**config.mk**
```make
export PLATFORM = sky130hd
export DESIGN_NAME = dpwa_assist_ctrl
export DESIGN_NICKNAME = d
export VERILOG_FILES = /design/src/rtl/dpwa_pkg.sv /design/src/rtl/dpwa_port_track.sv /design/src/rtl/dpwa_classify.sv /design/src/rtl/dpwa_strobe_reg.sv /design/src/rtl/dpwa_assist_ctrl.sv
export SDC_FILE = /design/constraint.sdc
export NUM_CORES = 1
export LEC_CHECK = 0
export BUFFER_PORTS_ARGS = -buffer_cell sky130_fd_sc_hd__buf_2
export CAP_MARGIN = 10
export CORE_UTILIZATION = 25
export CTS_CLUSTER_DIAMETER = 120
export DETAILED_ROUTE_END_ITERATION = 8
export PLACE_DENSITY = 0.48
export SLEW_MARGIN = 15
export SYNTH_ARGS = -nofsm -noshare
export SYNTH_HDL_FRONTEND = slang
export SYNTH_SLANG_ARGS = --single-unit
```
**constraint.sdc**
```tcl
create_clock -name clk -period 2.9 [get_ports clk]
set_input_delay 0.87 -clock clk [delete_from_list [all_inputs] [get_ports clk]]
set_output_delay 0.87 -clock clk [all_outputs]
set_load 0.05 [all_outputs]
```
**src/rtl/dpwa_pkg.sv**
```systemverilog
`timescale 1ns/1ps
package dpwa_pkg;

   typedef enum logic [1:0] {
      CLS_NONE   = 2'b00,
      CLS_ASSIST = 2'b01,
      CLS_BLOCK  = 2'b10,
      CLS_DUALWR = 2'b11
   } cls_e;

   // Classify a same-row pair by who opened first and what each does.
   function automatic cls_e pair_cls(input logic lead_wr,
                                     input logic late_wr,
                                     input logic simult);
      cls_e c;
      if (lead_wr && late_wr)        c = CLS_DUALWR;
      else if (!lead_wr && !late_wr) c = CLS_NONE;
      else if (simult)               c = CLS_BLOCK;
      else if (lead_wr)              c = CLS_ASSIST;
      else                           c = CLS_BLOCK;
      return c;
   endfunction

endpackage

```
**src/rtl/dpwa_port_track.sv**
```systemverilog
`timescale 1ns/1ps
module dpwa_port_track #(
   parameter int ROW_W = 8
) (
   input  logic             clk,
   input  logic             rst_n,
   input  logic             wl,
   input  logic             wr,
   input  logic [ROW_W-1:0] row,
   output logic             rise,
   output logic             cap_wr,
   output logic [ROW_W-1:0] cap_row
);
   logic wl_q;

   assign rise = wl & ~wl_q;

   always_ff @(posedge clk) begin
      if (!rst_n) begin
         wl_q    <= 1'b0;
         cap_wr  <= 1'b0;
         cap_row <= '0;
      end else begin
         wl_q <= wl;
         if (rise) begin
            cap_wr  <= wr;
            cap_row <= row;
         end
      end
   end
endmodule

```
**src/rtl/dpwa_classify.sv**
```systemverilog
`timescale 1ns/1ps
module dpwa_classify
   import dpwa_pkg::*;
#(
   parameter int ROW_W = 8
) (
   input  logic             wl_a,
   input  logic             rise_a,
   input  logic             wr_a,
   input  logic [ROW_W-1:0] row_a,
   input  logic             cap_wr_a,
   input  logic [ROW_W-1:0] cap_row_a,
   input  logic             wl_b,
   input  logic             rise_b,
   input  logic             wr_b,
   input  logic [ROW_W-1:0] row_b,
   input  logic             cap_wr_b,
   input  logic [ROW_W-1:0] cap_row_b,
   output logic             evt,
   output cls_e             cls,
   output logic             en_a,
   output logic             en_b
);
   always_comb begin
      evt  = 1'b0;
      cls  = CLS_NONE;
      en_a = 1'b0;
      en_b = 1'b0;
      if (rise_a && rise_b) begin
         evt = 1'b1;
         if (row_a == row_b) cls = pair_cls(wr_a, wr_b, 1'b1);
      end else if (rise_a && wl_b) begin
         evt = 1'b1;
         if (row_a == cap_row_b) begin
            cls  = pair_cls(cap_wr_b, wr_a, 1'b0);
            en_b = (cls == CLS_ASSIST);
         end
      end else if (rise_b && wl_a) begin
         evt = 1'b1;
         if (row_b == cap_row_a) begin
            cls  = pair_cls(cap_wr_a, wr_b, 1'b0);
            en_a = (cls == CLS_ASSIST);
         end
      end
   end
endmodule

```
**src/rtl/dpwa_strobe_reg.sv**
```systemverilog
`timescale 1ns/1ps
module dpwa_strobe_reg
   import dpwa_pkg::*;
(
   input  logic clk,
   input  logic rst_n,
   input  logic overlap,
   input  logic evt,
   input  cls_e cls_in,
   input  logic en_a_in,
   input  logic en_b_in,
   output cls_e cls_q,
   output logic en_a_q,
   output logic en_b_q
);
   always_ff @(posedge clk) begin
      if (!rst_n || !overlap) begin
         cls_q  <= CLS_NONE;
         en_a_q <= 1'b0;
         en_b_q <= 1'b0;
      end else if (evt) begin
         cls_q  <= cls_in;
         en_a_q <= en_a_in;
         en_b_q <= en_b_in;
      end
   end
endmodule

```
**src/rtl/dpwa_assist_ctrl.sv**
```systemverilog
`timescale 1ns/1ps
module dpwa_assist_ctrl
   import dpwa_pkg::*;
#(
   parameter int ROW_W = 8
) (
   input  logic             clk,
   input  logic             rst_n,
   input  logic             pa_wl,
   input  logic             pa_wr,
   input  logic [ROW_W-1:0] pa_row,
   input  logic             pb_wl,
   input  logic             pb_wr,
   input  logic [ROW_W-1:0] pb_row,
   output logic             pa_assist,
   output logic             pb_assist,
   output logic [1:0]       coll_kind
);
   localparam int NPORT = 2;

   if (ROW_W < 1 || ROW_W > 32) begin : g_bad_row_w
      $error("dpwa_assist_ctrl: ROW_W must lie in 1..32");
   end

   logic             wl_v   [NPORT];
   logic             wr_v   [NPORT];
   logic [ROW_W-1:0] row_v  [NPORT];
   logic             rise_v [NPORT];
   logic             cwr_v  [NPORT];
   logic [ROW_W-1:0] crow_v [NPORT];

   assign wl_v[0]  = pa_wl;
   assign wl_v[1]  = pb_wl;
   assign wr_v[0]  = pa_wr;
   assign wr_v[1]  = pb_wr;
   assign row_v[0] = pa_row;
   assign row_v[1] = pb_row;

   for (genvar p = 0; p < NPORT; p++) begin : g_port
      dpwa_port_track #(.ROW_W(ROW_W)) u_trk (
         .clk     (clk),
         .rst_n   (rst_n),
         .wl      (wl_v[p]),
         .wr      (wr_v[p]),
         .row     (row_v[p]),
         .rise    (rise_v[p]),
         .cap_wr  (cwr_v[p]),
         .cap_row (crow_v[p])
      );
   end

   logic evt, en_a_n, en_b_n;
   cls_e cls_n, cls_q;

   dpwa_classify #(.ROW_W(ROW_W)) u_cls (
      .wl_a      (wl_v[0]),
      .rise_a    (rise_v[0]),
      .wr_a      (wr_v[0]),
      .row_a     (row_v[0]),
      .cap_wr_a  (cwr_v[0]),
      .cap_row_a (crow_v[0]),
      .wl_b      (wl_v[1]),
      .rise_b    (rise_v[1]),
      .wr_b      (wr_v[1]),
      .row_b     (row_v[1]),
      .cap_wr_b  (cwr_v[1]),
      .cap_row_b (crow_v[1]),
      .evt       (evt),
      .cls       (cls_n),
      .en_a      (en_a_n),
      .en_b      (en_b_n)
   );

   dpwa_strobe_reg u_reg (
      .clk     (clk),
      .rst_n   (rst_n),
      .overlap (pa_wl & pb_wl),
      .evt     (evt),
      .cls_in  (cls_n),
      .en_a_in (en_a_n),
      .en_b_in (en_b_n),
      .cls_q   (cls_q),
      .en_a_q  (pa_assist),
      .en_b_q  (pb_assist)
   );

   assign coll_kind = cls_q;
endmodule

```
Word level (Yosys, flattened, before mapping)
Cells that the tools add are included.
- equality and inequality tests: 5
- muxes and demuxes: 31
- bitwise operators: 5
- reduce and logical (&&, ||, !) cells: 16
- operators with widths (cell ; count):
    2-bit 2-to-1 mux ; 21
    8-bit == test ; 3
    1-bit 2-to-1 mux ; 10
    1-bit logical AND ; 9
    1-bit logical NOT ; 6
    2-bit by 1-bit == test with 1-bit output, second input constant ; 2
    1-bit AND ; 3
    1-bit NOT ; 2
    1-bit logical OR ; 1
- flip-flop bits (word level): 24
- output and inout bits: 4
- word-level logic and storage cells: 66

Longest topological paths before layout
- depth in word-level cells: 13
- mapped depth: 6

Modules after synthesis
From an unflattened synthesis, not the netlist that was laid out.
- cell total of the unflattened synthesis: 148
- area, all modules: 1356.3 µm²
- modules (own cells, without submodules) (module ; times used ; cells an instance ; area each (µm²) ; sequential area each (µm²)):
    dpwa_port_track ; 2 ; 42 ; 425.4 ; 200.2
    dpwa_classify ; 1 ; 49 ; 355.3 ; 0.0
    dpwa_strobe_reg ; 1 ; 14 ; 143.9 ; 80.1
    dpwa_assist_ctrl ; 1 ; 1 ; 6.3 ; 0.0

Least setup slack after synthesis
No wires, ideal clock.
- kind: input -> register
- start point: input pb_row[0]
- end point: register u_reg.cls_q[1]
- setup time: 74 ps
- arrival: 1706 ps
- required time: 2826 ps
- slack: 1120 ps
- stages: 5
- cell sequence: xor2_1 > nor4_1 > nand4_1 > a211o_1 > o21ai_0
- cells in the longest elaborated chain, start to end: 5
- elaborated cells between the ends (all ways): 7
- classes of those cells: eq/ne: 2; mux: 5
- RTL lines (element ; line ; RTL):
    start, declared ; dpwa_assist_ctrl.sv:14 ; input logic [ROW_W-1:0] pb_row,
    8-bit == test ; dpwa_classify.sv:40 ; if (row_b == cap_row_a) begin
    2-bit 2-to-1 mux ; dpwa_classify.sv:40 ;
    2-bit 2-to-1 mux ; dpwa_classify.sv:38 ; end else if (rise_b && wl_a) begin
    2-bit 2-to-1 mux ; dpwa_classify.sv:32 ; end else if (rise_a && wl_b) begin
    2-bit 2-to-1 mux * ; dpwa_classify.sv:29 ; if (rise_a && rise_b) begin
    end signal, assigned ; dpwa_strobe_reg.sv:22 ; cls_q <= cls_in;
    end, declared ; dpwa_strobe_reg.sv:12 ; output cls_e cls_q,
Mark *: on every way between the ends. The rest lies on a longest branch, timed or not.
A chain may end at the register's enable or synchronous reset.

Worst setup path after layout
- start point: input pa_wl
- end point: register u_reg.cls_q[0]
- cells in the longest elaborated chain, start to end: 4
- elaborated cells between the ends (all ways): 13
- classes of those cells: mux: 6; bitwise: 2; reduce/logical: 5
- RTL lines (element ; line ; RTL):
    start, declared ; dpwa_assist_ctrl.sv:9 ; input logic pa_wl,
    1-bit logical AND / 1-bit AND (equally long branches) ; dpwa_classify.sv:38, dpwa_port_track.sv:16 ;
    2-bit 2-to-1 mux, or another cell as far along ; dpwa_classify.sv:38 ;
    2-bit 2-to-1 mux / 1-bit 2-to-1 mux (equally long branches) ; dpwa_classify.sv:32 ;
    2-bit 2-to-1 mux / 1-bit 2-to-1 mux (equally long branches) ; dpwa_classify.sv:29 ;
Parallel ways exist; a longest one is shown, timed or not.

==> summary.md <==
| Metric | Value |
|---|---|
| Worst hold path class | `flip-flop to flip-flop` |
| Mux share of post-synthesis cell area | `0%` |
| Starting Density | `26.44%` |
| Worst Hold Launch | `u_reg.en_b_q` |
| TritonCTS clock tree | `done` |
| Post-synth top area cell | `dfxtp_1` |
| Library cells used by synthesis | `30` |
| RD Place Congestion | `0.7050` |
| Worst Slack Setup Final | `1.067 ns` |
| CTS Hold Buffers Added | `0` |
| Largest family of logic cells by synthesized area | `simple AND/OR/NAND/NOR gates` |
| Worst EP required | `3.11 ns` |
| Final min period | `1.833 ns` |
| Slew @ Worst Pin | `0.4629 ns` |
| # clock sinks | `24` |
| FFs w/ async S/R, synth | `0%` |
| Grt ovf | `0` |
| Final cell count without fillers | `242` |
| Max frequency | `545.5 MHz` |
| Pre-antenna DRT Iters | `4` |
| Die ar. | `5385 µm²` |
| Pin count of the biggest net entering global routing | `23` |
| Synth top area share | `37.72%` |
| Layout Nets | `198` |
| Area growth syn-to-layout | `18.07%` |
| Synth Flop Type | `dfxtp_1` |
| Total of warnings raised by yosys | `0` |
| Crit Path Class | `primary input to flip-flop` |
| Routed Antenna Nets | `0` |
| Post-Synth Simple-Gate Area | `27.70%` |
| Ant. Diodes | `0` |
| Setup bufs post-CTS | `0` |
| # rows | `25` |
| Final hold vios | `0` |
| Final setup fails | `0` |
| Outcome | `finished clean` |
| RSZ-0062 raised after global routing | `false` |
| Max-Cap Viols | `0` |
| Max VDD drop | `0.0002518 V` |
| Top Ports | `26` |
| Detailed placement HPWL | `2250 µm` |
| Placed Cells | `238` |
| Synthesized area | `1274 µm²` |
| Die H | `73.38 µm` |
| Synth Area in Adders | `0%` |
| Post-route DRC | `0` |
| Vias per inst | `4.483` |
| Leak | `0.5928 nW` |
| Crit share post-route | `63.21%` |
| Wire length per cell | `12.45 µm` |
| Synth Instances | `152` |
| Core ar. | `4817 µm²` |
| Num CTS Buffers | `3` |
| Layout cells sized above 1 | `18.86%` |
| Initial drt markers | `28` |
| Critical Path Fanout Max | `10` |
| Fin. max-slew vios | `0` |
| # H-tree levels | `1` |
| TNS Setup | `0 ns` |
| FF+latch count, synth | `24` |
| Worst hold margin | `0.4674 ns` |
| Synthesized area per cell | `8.380 µm²` |
| Slew HR | `69.14%` |
| Initial antenna violation count | `0` |
| Worst skew pair latency | `0.27 ns` |
| Synth Area in XOR/XNOR | `16.50%` |
| EDFF count, synth | `0` |
| Synth Area in Compound Gates | `15.42%` |
| Type of element capturing the critical path | `flip-flop` |
| Die X | `73.38 µm` |
| Routed vias | `1085` |
| Critical Path Start | `pa_wl` |
| Buffers added on ports | `25` |
| Bufs on Longest Clock Path | `2` |
| Register area share after synthesis | `37.72%` |
| Fill count | `539` |
| CTS root buf | `clkbuf_8` |
| Top-count cell post-synth | `nand2_1` |
| Global router's overall resource usage | `12.46%` |
| R2r startpoint | `g_port[0].u_trk.wl_q` |
| Syn nets | `174` |
| Cts repair resizes | `0` |
| Vias in the first global route | `1047` |
| Power Density | `474.2 nW/µm²` |
| Largest cells by area after synthesis | `dfxtp_1 38%, nand2_1 11%, xor2_1 11%` |
| Post-place setup slack | `0.7575 ns` |
| Synth top cells by count | `39 x nand2_1, 24 x dfxtp_1, 18 x a21boi_0, 16 x xor2_1, 8 x xnor2_1` |
| Clock skew | `0.003642 ns` |
| Crit path DAT | `2.04 ns` |
| Worst Setup Start Kind | `primary input` |
| Clock-pin transition on the worst setup and hold timing paths | `0.09 ns` |
| DRT Wirelength | `3014 µm` |
| First-pass GRT wire length | `4995 µm` |
==> metrics by stage <==
step	power (mW)	util, %	area, µm²
6_report	0.7132	31.22	1504
3_5_place_dp	0.4843	30.08	1449
3_3_place_gp	0.4845	30.08	1449
2_1_floorplan	0.4387	-	1274
4_1_cts	0.7228	31.22	1504
5_1_grt	0.7525	31.22	1504
==> cell families after synthesis <==
kind of cell,after synthesis
XOR/XNOR,24
flip-flops,24
AND/OR/NAND/NOR,71
AO/OA/AOI/OAI,27
buffers and inverters,6
==> state kept, by name, indices dropped and copies added (netlist names) <==
| signal | cells |
|---|---|
| g_port.u_trk.cap_row | 16 |
| g_port.u_trk.cap_wr | 2 |
| g_port.u_trk.wl_q | 2 |
| u_reg.cls_q | 2 |
| u_reg.en_a_q | 1 |
| u_reg.en_b_q | 1 |
==> where the power goes <==
part           internal (mW)  switching (mW)  total (mW)  leakage [nW]
clock                  0.122           0.117       0.239        0.0288
sequential             0.346          0.0112       0.357         0.197
combinational         0.0480          0.0694       0.117         0.367
==> cell type report <==
| cell class | count | area, µm² | share of cell area (%) |
|---|---|---|---|
| multi-input cells | 122 | 759.5 | 50.50 |
| flip-flops and latches | 24 | 480.5 | 31.95 |
| repair buffers | 25 | 125.1 | 8.319 |
| well taps | 67 | 83.83 | 5.574 |
| clock buffers | 4 | 55.05 | 3.661 |
==> cell usage in the layout (no fill, tap or decap) <==
cell | Yosys | final
a2bb2oi_1 | 1 | 1
nand4b_1 | 2 | 2
xnor2_1 | 8 | 8
nand3_4 | 1 | 1
o2111ai_1 | 1 | 1
nor3b_1 | 1 | 1
or2b_1 | 2 | 2
xor2_1 | 16 | 16
a31oi_1 | 2 | 2
nor3_2 | 1 | 1
a21oi_1 | 2 | 2
buf_2 | 0 | 25
dfxtp_1 | 24 | 24
nor4_1 | 2 | 2
and2b_1 | 2 | 2
o21ai_0 | 1 | 1
and4_1 | 1 | 1
and2_1 | 1 | 1
o21bai_1 | 1 | 1
nand2_1 | 39 | 39
and2_2 | 1 | 1
a21boi_0 | 18 | 18
a211o_1 | 1 | 1
nor3_1 | 3 | 3
nor2_1 | 6 | 6
nand4_1 | 4 | 4
nand3_1 | 4 | 4
or2_2 | 1 | 1
clkbuf_8 | 0 | 4
==> routing by layer <==
layer	routed length [µm]	GRT usage, %	part of all wire, %	vias to the layer above
met5	0	0	0	-
met4	16	1.923	0.53	0
met1	1571	17.63	52	495
met3	142	3.292	4.7	5
met2	1283	19.34	43	27
li1	-	-	-	558
==> critical path, stage by stage <==
cell,delay [ns]
buf_2,0.15
and2b_1,0.43
nand3_4,0.10
nor3_2,0.22
a31oi_1,0.11
a31oi_1,0.15
==> final timing paths <==
kind / end / slack [ns] / cells past startpoint
setup / recovery: u_reg.cls_q[0] / 1.07 / 6
hold / removal: u_reg.en_b_q / 0.47 / 2
hold reg to reg: u_reg.en_b_q / 0.47 / 2
setup reg to reg: u_reg.cls_q[0] / 1.39 / 5
(Power assumes the default switching activity.)
